### config.mk
export PLATFORM = sky130hd
export DESIGN_NAME = spi_ctrl
export DESIGN_NICKNAME = d
export VERILOG_FILES = /design/src/rtl/spi_pkg.sv /design/src/rtl/spi_sync.sv /design/src/rtl/spi_clkgen.sv /design/src/rtl/spi_shifter.sv /design/src/rtl/spi_ctrl.sv
export SDC_FILE = /design/constraint.sdc
export NUM_CORES = 1
export LEC_CHECK = 0
export ABC_AREA = 1
export ABC_CLOCK_PERIOD_IN_PS = 1900
export BUFFER_PORTS_ARGS = -buffer_cell sky130_fd_sc_hd__buf_2
export CORE_UTILIZATION = 50
export DETAILED_ROUTE_END_ITERATION = 7
export GPL_TIMING_DRIVEN = 1
export PLACE_DENSITY = 0.75
export SLEW_MARGIN = 15
export SYNTH_ARGS = -nofsm -noshare
export SYNTH_HDL_FRONTEND = slang
export SYNTH_HIERARCHICAL = 1
export SYNTH_SLANG_ARGS = --single-unit
### constraint.sdc
create_clock -name clk_i -period 1.9 [get_ports clk_i]
set_input_delay 0.57 -clock clk_i [delete_from_list [all_inputs] [get_ports clk_i]]
set_output_delay 0.57 -clock clk_i [all_outputs]
set_load 0.01 [all_outputs]
### src/rtl/spi_pkg.sv
package spi_pkg;
  localparam int DATA_W = 8;
  localparam int HALF_W = 7;

  // half SCK period in system clocks: full divider 4/16/64/128, halved when dbl
  function automatic logic [HALF_W-1:0] half_cycles(input logic [1:0] rate, input logic dbl);
    logic [2:0] e;
    logic [HALF_W-1:0] one;
    one = 1;
    case (rate)
      2'd0:    e = 3'd1;
      2'd1:    e = 3'd3;
      2'd2:    e = 3'd5;
      default: e = 3'd6;
    endcase
    if (dbl) e = e - 3'd1;
    return one << e;
  endfunction
endpackage

### src/rtl/spi_sync.sv
module spi_sync #(
  parameter int W = 3,
  parameter logic [W-1:0] RST_VAL = '0
) (
  input  logic         clk_i,
  input  logic         rst_ni,
  input  logic [W-1:0] d_i,
  output logic [W-1:0] q_o
);
  for (genvar i = 0; i < W; i++) begin : g_bit
    logic [1:0] ff;
    always_ff @(posedge clk_i or negedge rst_ni) begin
      if (!rst_ni) ff <= {2{RST_VAL[i]}};
      else         ff <= {ff[0], d_i[i]};
    end
    assign q_o[i] = ff[1];
  end
endmodule

### src/rtl/spi_clkgen.sv
module spi_clkgen #(
  parameter int W = 7
) (
  input  logic         clk_i,
  input  logic         rst_ni,
  input  logic         run_i,
  input  logic [W-1:0] half_i,
  output logic         tick_o
);
  logic [W-1:0] cnt;

  assign tick_o = run_i && (cnt == half_i - 1'b1);

  always_ff @(posedge clk_i or negedge rst_ni) begin
    if (!rst_ni)                cnt <= '0;
    else if (!run_i || tick_o)  cnt <= '0;
    else                        cnt <= cnt + 1'b1;
  end
endmodule

### src/rtl/spi_shifter.sv
module spi_shifter #(
  parameter int W = 8
) (
  input  logic         clk_i,
  input  logic         rst_ni,
  input  logic         clr_i,
  input  logic         load_i,
  input  logic [W-1:0] load_data_i,
  input  logic         lsb_first_i,
  input  logic         sample_i,
  input  logic         shift_i,
  input  logic         sdi_i,
  output logic         sdo_o,
  output logic [W-1:0] data_o,
  output logic         last_o,
  output logic         done_o
);
  localparam int CW = $clog2(W);
  localparam logic [CW-1:0] LAST = CW'(W - 1);

  logic [W-1:0]  sh;
  logic [CW-1:0] cnt;
  logic          samp;
  logic          done_q;

  assign sdo_o  = lsb_first_i ? sh[0] : sh[W-1];
  assign last_o = shift_i && !clr_i && (cnt == LAST);
  assign data_o = sh;
  assign done_o = done_q;

  always_ff @(posedge clk_i or negedge rst_ni) begin
    if (!rst_ni) begin
      sh     <= '0;
      cnt    <= '0;
      samp   <= 1'b0;
      done_q <= 1'b0;
    end else begin
      done_q <= last_o;
      if (load_i)                 sh <= load_data_i;
      else if (shift_i && !clr_i) sh <= lsb_first_i ? {samp, sh[W-1:1]} : {sh[W-2:0], samp};
      if (clr_i || load_i)        cnt <= '0;
      else if (shift_i)           cnt <= last_o ? '0 : cnt + 1'b1;
      if (sample_i && !clr_i)     samp <= sdi_i;
    end
  end
endmodule

### src/rtl/spi_ctrl.sv
module spi_ctrl
  import spi_pkg::*;
#(
  parameter int DATA_W_P = DATA_W
) (
  input  logic              clk_i,
  input  logic              rst_ni,
  input  logic              en_i,
  input  logic              master_i,
  input  logic              lsb_first_i,
  input  logic              dbl_speed_i,
  input  logic [1:0]        rate_i,
  input  logic              irq_en_i,
  input  logic              wr_data_i,
  input  logic [DATA_W_P-1:0] wdata_i,
  input  logic              rd_data_i,
  input  logic              rd_status_i,
  output logic [DATA_W_P-1:0] rdata_o,
  output logic              done_flag_o,
  output logic              wcol_flag_o,
  output logic              irq_o,
  output logic              sck_o,
  output logic              mosi_o,
  input  logic              miso_i,
  output logic              ss_no,
  input  logic              sck_i,
  input  logic              mosi_i,
  input  logic              ss_ni,
  output logic              miso_o,
  output logic              miso_oe_o
);
  logic [HALF_W-1:0] half;
  logic [2:0] sync_q;
  logic s_sck, s_mosi, s_ss, sck_d;
  logic slave_sel, s_rise, s_fall, s_busy;
  logic m_busy, sck_q, tick, m_rise, m_fall;
  logic busy, accept, collide, sh_clr;
  logic sdo, last, xfer_done;
  logic [DATA_W_P-1:0] sh_data, rx_q;
  logic done_q, wcol_q, arm_q, clear;

  assign half = half_cycles(rate_i, dbl_speed_i);

  spi_sync #(.W(3), .RST_VAL(3'b100)) u_sync (
    .clk_i, .rst_ni, .d_i({ss_ni, mosi_i, sck_i}), .q_o(sync_q)
  );
  assign s_sck  = sync_q[0];
  assign s_mosi = sync_q[1];
  assign s_ss   = sync_q[2];

  assign slave_sel = en_i && !master_i && !s_ss;
  assign s_rise    = slave_sel && s_sck && !sck_d;
  assign s_fall    = slave_sel && !s_sck && sck_d;

  spi_clkgen #(.W(HALF_W)) u_clkgen (
    .clk_i, .rst_ni, .run_i(m_busy), .half_i(half), .tick_o(tick)
  );
  assign m_rise = m_busy && tick && !sck_q;
  assign m_fall = m_busy && tick && sck_q;

  assign busy    = master_i ? m_busy : s_busy;
  assign accept  = en_i && wr_data_i && !busy;
  assign collide = en_i && wr_data_i && busy;
  assign sh_clr  = !en_i || (!master_i && s_ss);

  spi_shifter #(.W(DATA_W_P)) u_shift (
    .clk_i, .rst_ni,
    .clr_i(sh_clr),
    .load_i(accept),
    .load_data_i(wdata_i),
    .lsb_first_i,
    .sample_i(master_i ? m_rise : s_rise),
    .shift_i(master_i ? m_fall : s_fall),
    .sdi_i(master_i ? miso_i : s_mosi),
    .sdo_o(sdo),
    .data_o(sh_data),
    .last_o(last),
    .done_o(xfer_done)
  );

  always_ff @(posedge clk_i or negedge rst_ni) begin
    if (!rst_ni) begin
      m_busy <= 1'b0;
      sck_q  <= 1'b0;
    end else if (!en_i) begin
      m_busy <= 1'b0;
      sck_q  <= 1'b0;
    end else if (accept && master_i) begin
      m_busy <= 1'b1;
      sck_q  <= 1'b0;
    end else if (m_rise) begin
      sck_q  <= 1'b1;
    end else if (m_fall) begin
      sck_q  <= 1'b0;
      if (last) m_busy <= 1'b0;
    end
  end

  always_ff @(posedge clk_i or negedge rst_ni) begin
    if (!rst_ni) begin
      sck_d  <= 1'b0;
      s_busy <= 1'b0;
    end else begin
      sck_d <= s_sck;
      if (sh_clr)                     s_busy <= 1'b0;
      else if (!master_i && s_rise)   s_busy <= 1'b1;
      else if (!master_i && last)     s_busy <= 1'b0;
    end
  end

  // flags clear on status read then data access
  assign clear = arm_q && (rd_data_i || wr_data_i);

  always_ff @(posedge clk_i or negedge rst_ni) begin
    if (!rst_ni) begin
      rx_q   <= '0;
      done_q <= 1'b0;
      wcol_q <= 1'b0;
      arm_q  <= 1'b0;
    end else begin
      if (xfer_done) rx_q <= sh_data;
      done_q <= (done_q && !clear) || xfer_done;
      wcol_q <= (wcol_q && !clear) || collide;
      if (rd_status_i && (done_q || wcol_q)) arm_q <= 1'b1;
      else if (clear)                        arm_q <= 1'b0;
    end
  end

  assign rdata_o     = rx_q;
  assign done_flag_o = done_q;
  assign wcol_flag_o = wcol_q;
  assign irq_o       = irq_en_i && done_q;
  assign sck_o       = sck_q;
  assign ss_no       = !m_busy;
  assign mosi_o      = (master_i && m_busy) ? sdo : 1'b0;
  assign miso_o      = sdo;
  assign miso_oe_o   = slave_sel;
endmodule

==> metrics.md <==
| Metric | Value |
|---|---|
| Period utilisation layout | 1.30 |
| Primary FF master, synth | dfrtp_1 |
| Fin area | 3090 sq um |
| WS Path Type | in2reg |
| Utilization after layout | 0.709 |
| Critical Path AT | 2.70 ns |
| Slew margin rel. | 0.662 |
| Antenna Nets Post-Route | 0 |
| Synth cell types | 33 |
| Total GRT Usage | 0.227 |
| DIE WIDTH | 69.4 microns |
| Flops & latches, synth | 41 |
| Maximum fanout along the worst path | 5 |
| Pwr Total | 1.98 mW |
| I/O pin total | 40 |
| Syn nets | 320 |
| Pwr Density | 642 nW/um^2 |
| Outcome | finished, violations left |
| Mapped Area | 2270 sq um |
| Gr ovfl total | 0 |
| Via Count | 2097 |
| Slew Limit Fails | 0 |
| Post-synth EDFFs | 0 |
| Min Tclk post-route | 2.46 ns |
| Final Skew | 0.00574 ns |
| HPWL Detailed | 3.54 mm |
| DR vias/cell | 4.92 |
| I/O Buffers | 39 |
| Failing checks | setup timing |
| Slew @ Worst Pin | 0.507 ns |
| DRC Markers | 0 |
| RSZ-0062 raised after global routing | yes |
| CTS Hold Bufs | 0 |
| Type of origin of the critical path | input pin |
| Max incr delay on CP | 0.21 ns |
| Worst-skew pair later-pin latency | 0.30 ns |
| Drt pass-1 iters | 4 |
| Hold Slack | 0.323 ns |
| CP required | 2.14 ns |
| Placed cells | 409 |
| Num rows | 24 |
| Post-Place Setup Slack | -0.934 ns |
| # H-tree levels | 2 |
| Wire per inst | 11.4 microns |
| ANT cells | 0 |
| Fraction of layout instances using a drive strength above 1 | 0.409 |
| Total CTS buffers | 5 |
| DIE HEIGHT | 69.4 microns |
| Clk buf depth | 2 |
| Nets | 401 |
| Fin cells | 426 |
| Max Clock Freq | 406 MHz |
| Final setup viols | 23 |
| Post-route setup slack | -0.561 ns |
| CP endpoint kind | register |
| Syn Area/Cell | 7.77 sq um |
| # fillers | 344 |
| Core area | 4350 sq um |
| WL final | 4.86 mm |
| LEAKAGE | 1.66 nW |
| Hold Path Class | in2async |
| Clock Sinks | 41 |
| Mapped Cells | 292 |
| Root Buffer | clkbuf_8 |
| RePlAce Congestion | 0.874 |
| Max cap viols | 0 |
| Clock slew at reported path FFs | 0.08 ns |
| Fin Setup TNS | -8.38 ns |
| FF-to-FF setup slack | -0.12 ns |
| Initial core utilization | 0.521 |
| Initial DRC Count | 146 |
| Global-route wire length before repair | 8.64 mm |
| Die area | 4810 sq um |
| CTS tree | done |
| Worst vdd ir | 542 uV |
| Worst path cell trace | buf_12 > buf_4 > o21ai_0 > nand2_1 > inv_1 > inv_1 > nand2_1 > nand2_1 > nand3_1 > nand2_1 > nor2_1 > nand2_2 > nor2_4 > nand3_2 > o22ai_2 > inv_2 > o21ai_4 > buf_6 > nand3_2 > nand2_1 |
| Vias in the first global route | 2026 |
| Final hold violations | 0 |
| Asr flop ratio synth | 1.00 |
| Sequential cell area fraction in the yosys report | 0.453 |
| Slowest CP cell | o22ai_2 |
| Ys Warns | 6 |
| Largest net degree at the start of global routing | 42 |
| Area Growth Syn to Fin | 36.1% |
| Initial antenna violation count | 0 |
| DP Area | 2790 sq um |
| Most frequent CP cell | nand2_1 |
[state kept, by name, summed over array words and instances (netlist names)]
name,flops
sck_d,1
done_flag_o,1
u_sync/g_bit.ff,6
s_busy,1
arm_q,1
u_shift/data_o,8
wcol_flag_o,1
rdata_o,8
u_clkgen/cnt,7
sck_o,1
m_busy,1
u_shift/samp,1
u_shift/cnt,3
u_shift/done_o,1
[worst paths after layout]
| check | start | endpoint | cells after the start |
|---|---|---|---|
| max reg2reg | u_clkgen/cnt[3]$_DFF_PN0_ | u_shift/data_o[4]$_DFFE_PN0P_ | 16 |
| min reg2reg | u_sync/g_bit[0].ff[0]$_DFF_PN0_ | u_sync/g_bit[0].ff[1]$_DFF_PN0_ | 0 |
| max | dbl_speed_i | u_shift/data_o[4]$_DFFE_PN0P_ | 20 |
| min in group clk_i | u_sync/g_bit[0].ff[0]$_DFF_PN0_ | u_sync/g_bit[0].ff[1]$_DFF_PN0_ | 0 |
| max in group asynchronous | rst_ni | u_sync/g_bit[2].ff[1]$_DFF_PN1_ | 2 |
| min | rst_ni | u_shift/data_o[4]$_DFFE_PN0P_ | 2 |
[layer usage]
metal / up-vias / wire length [microns] / track usage
met5: - / 0 / 0
met4: 0 / 93 / 0.0907
met3: 8 / 150 / 0.0494
met2: 31 / 2360 / 0.362
met1: 989 / 2250 / 0.300
li1: 1069 / - / -
[worst max-delay path: cells and delay by family]
kind,cells,cell delay (ns)
AO/OA/AOI/OAI,3,0.59
buffers and inverters,6,0.61
AND/OR/NAND/NOR,11,0.91
[report_power, final]
group	leakage (nW)	total [mW]	switching [mW]	internal, mW
registers	0.541	1.02	0.0690	0.948
logic	1.08	0.411	0.234	0.177
clock network	0.0439	0.555	0.302	0.253
[area by class of cell]
| class | instances | area (sq um) | area share |
|---|---|---|---|
| multi-input combinational | 205 | 1190 | 0.386 |
| clock buffer | 5 | 68.8 | 0.0223 |
| sequential | 41 | 1030 | 0.333 |
| timing repair buffer | 80 | 557 | 0.180 |
| inverter | 40 | 158 | 0.0511 |
| tap | 52 | 65.1 | 0.0211 |
| clock inverter | 3 | 17.5 | 0.00567 |
[cell usage after synthesis (2+ instances only)]
cell type,n,share of area
buf_4,3,0.0099
or2_2,6,0.017
ha_1,4,0.022
o21ai_0,7,0.015
nand3_1,31,0.068
a21oi_1,2,0.0044
nor3_1,7,0.015
inv_1,32,0.053
nand2_2,3,0.0083
buf_2,2,0.0044
mux2_2,8,0.040
inv_2,7,0.012
nor2_1,26,0.043
or2_1,2,0.0055
nand2_1,90,0.15
xor2_1,4,0.015
dfstp_2,2,0.023
dfrtp_1,39,0.43
xnor2_1,3,0.012
[layout by cell type (no fill, tap or decap), drive strengths merged]
cell / count
and2: 1
nand2: 94
dfrtp: 39
a21o: 1
or2: 9
dfstp: 2
nor3: 7
o21ai: 10
clkbuf: 5
o31ai: 1
clkinv: 2
clkinvlp: 1
nand3: 32
o22ai: 1
xor2: 4
ha: 4
xnor2: 3
mux2: 8
inv: 40
buf: 80
nor2: 27
a21oi: 2
nand4: 1
[cell families after synthesis]
kind of cell,share of synthesized area
mux,0.0397
fa+ha+maj,0.0221
compound gates,0.0425
xor+xnor,0.0270
flops,0.453
simple gates,0.329
buf+inv,0.0866
[timing repair]
action	in CTS	in global routing
setup buffers	6	3
hold endpoints to repair	0	0
endpoints found under the setup margin	16	23
pin swaps	28	21
resized for setup	19	23
gates cloned	0	0
Power figures use the tool's default switching activity.
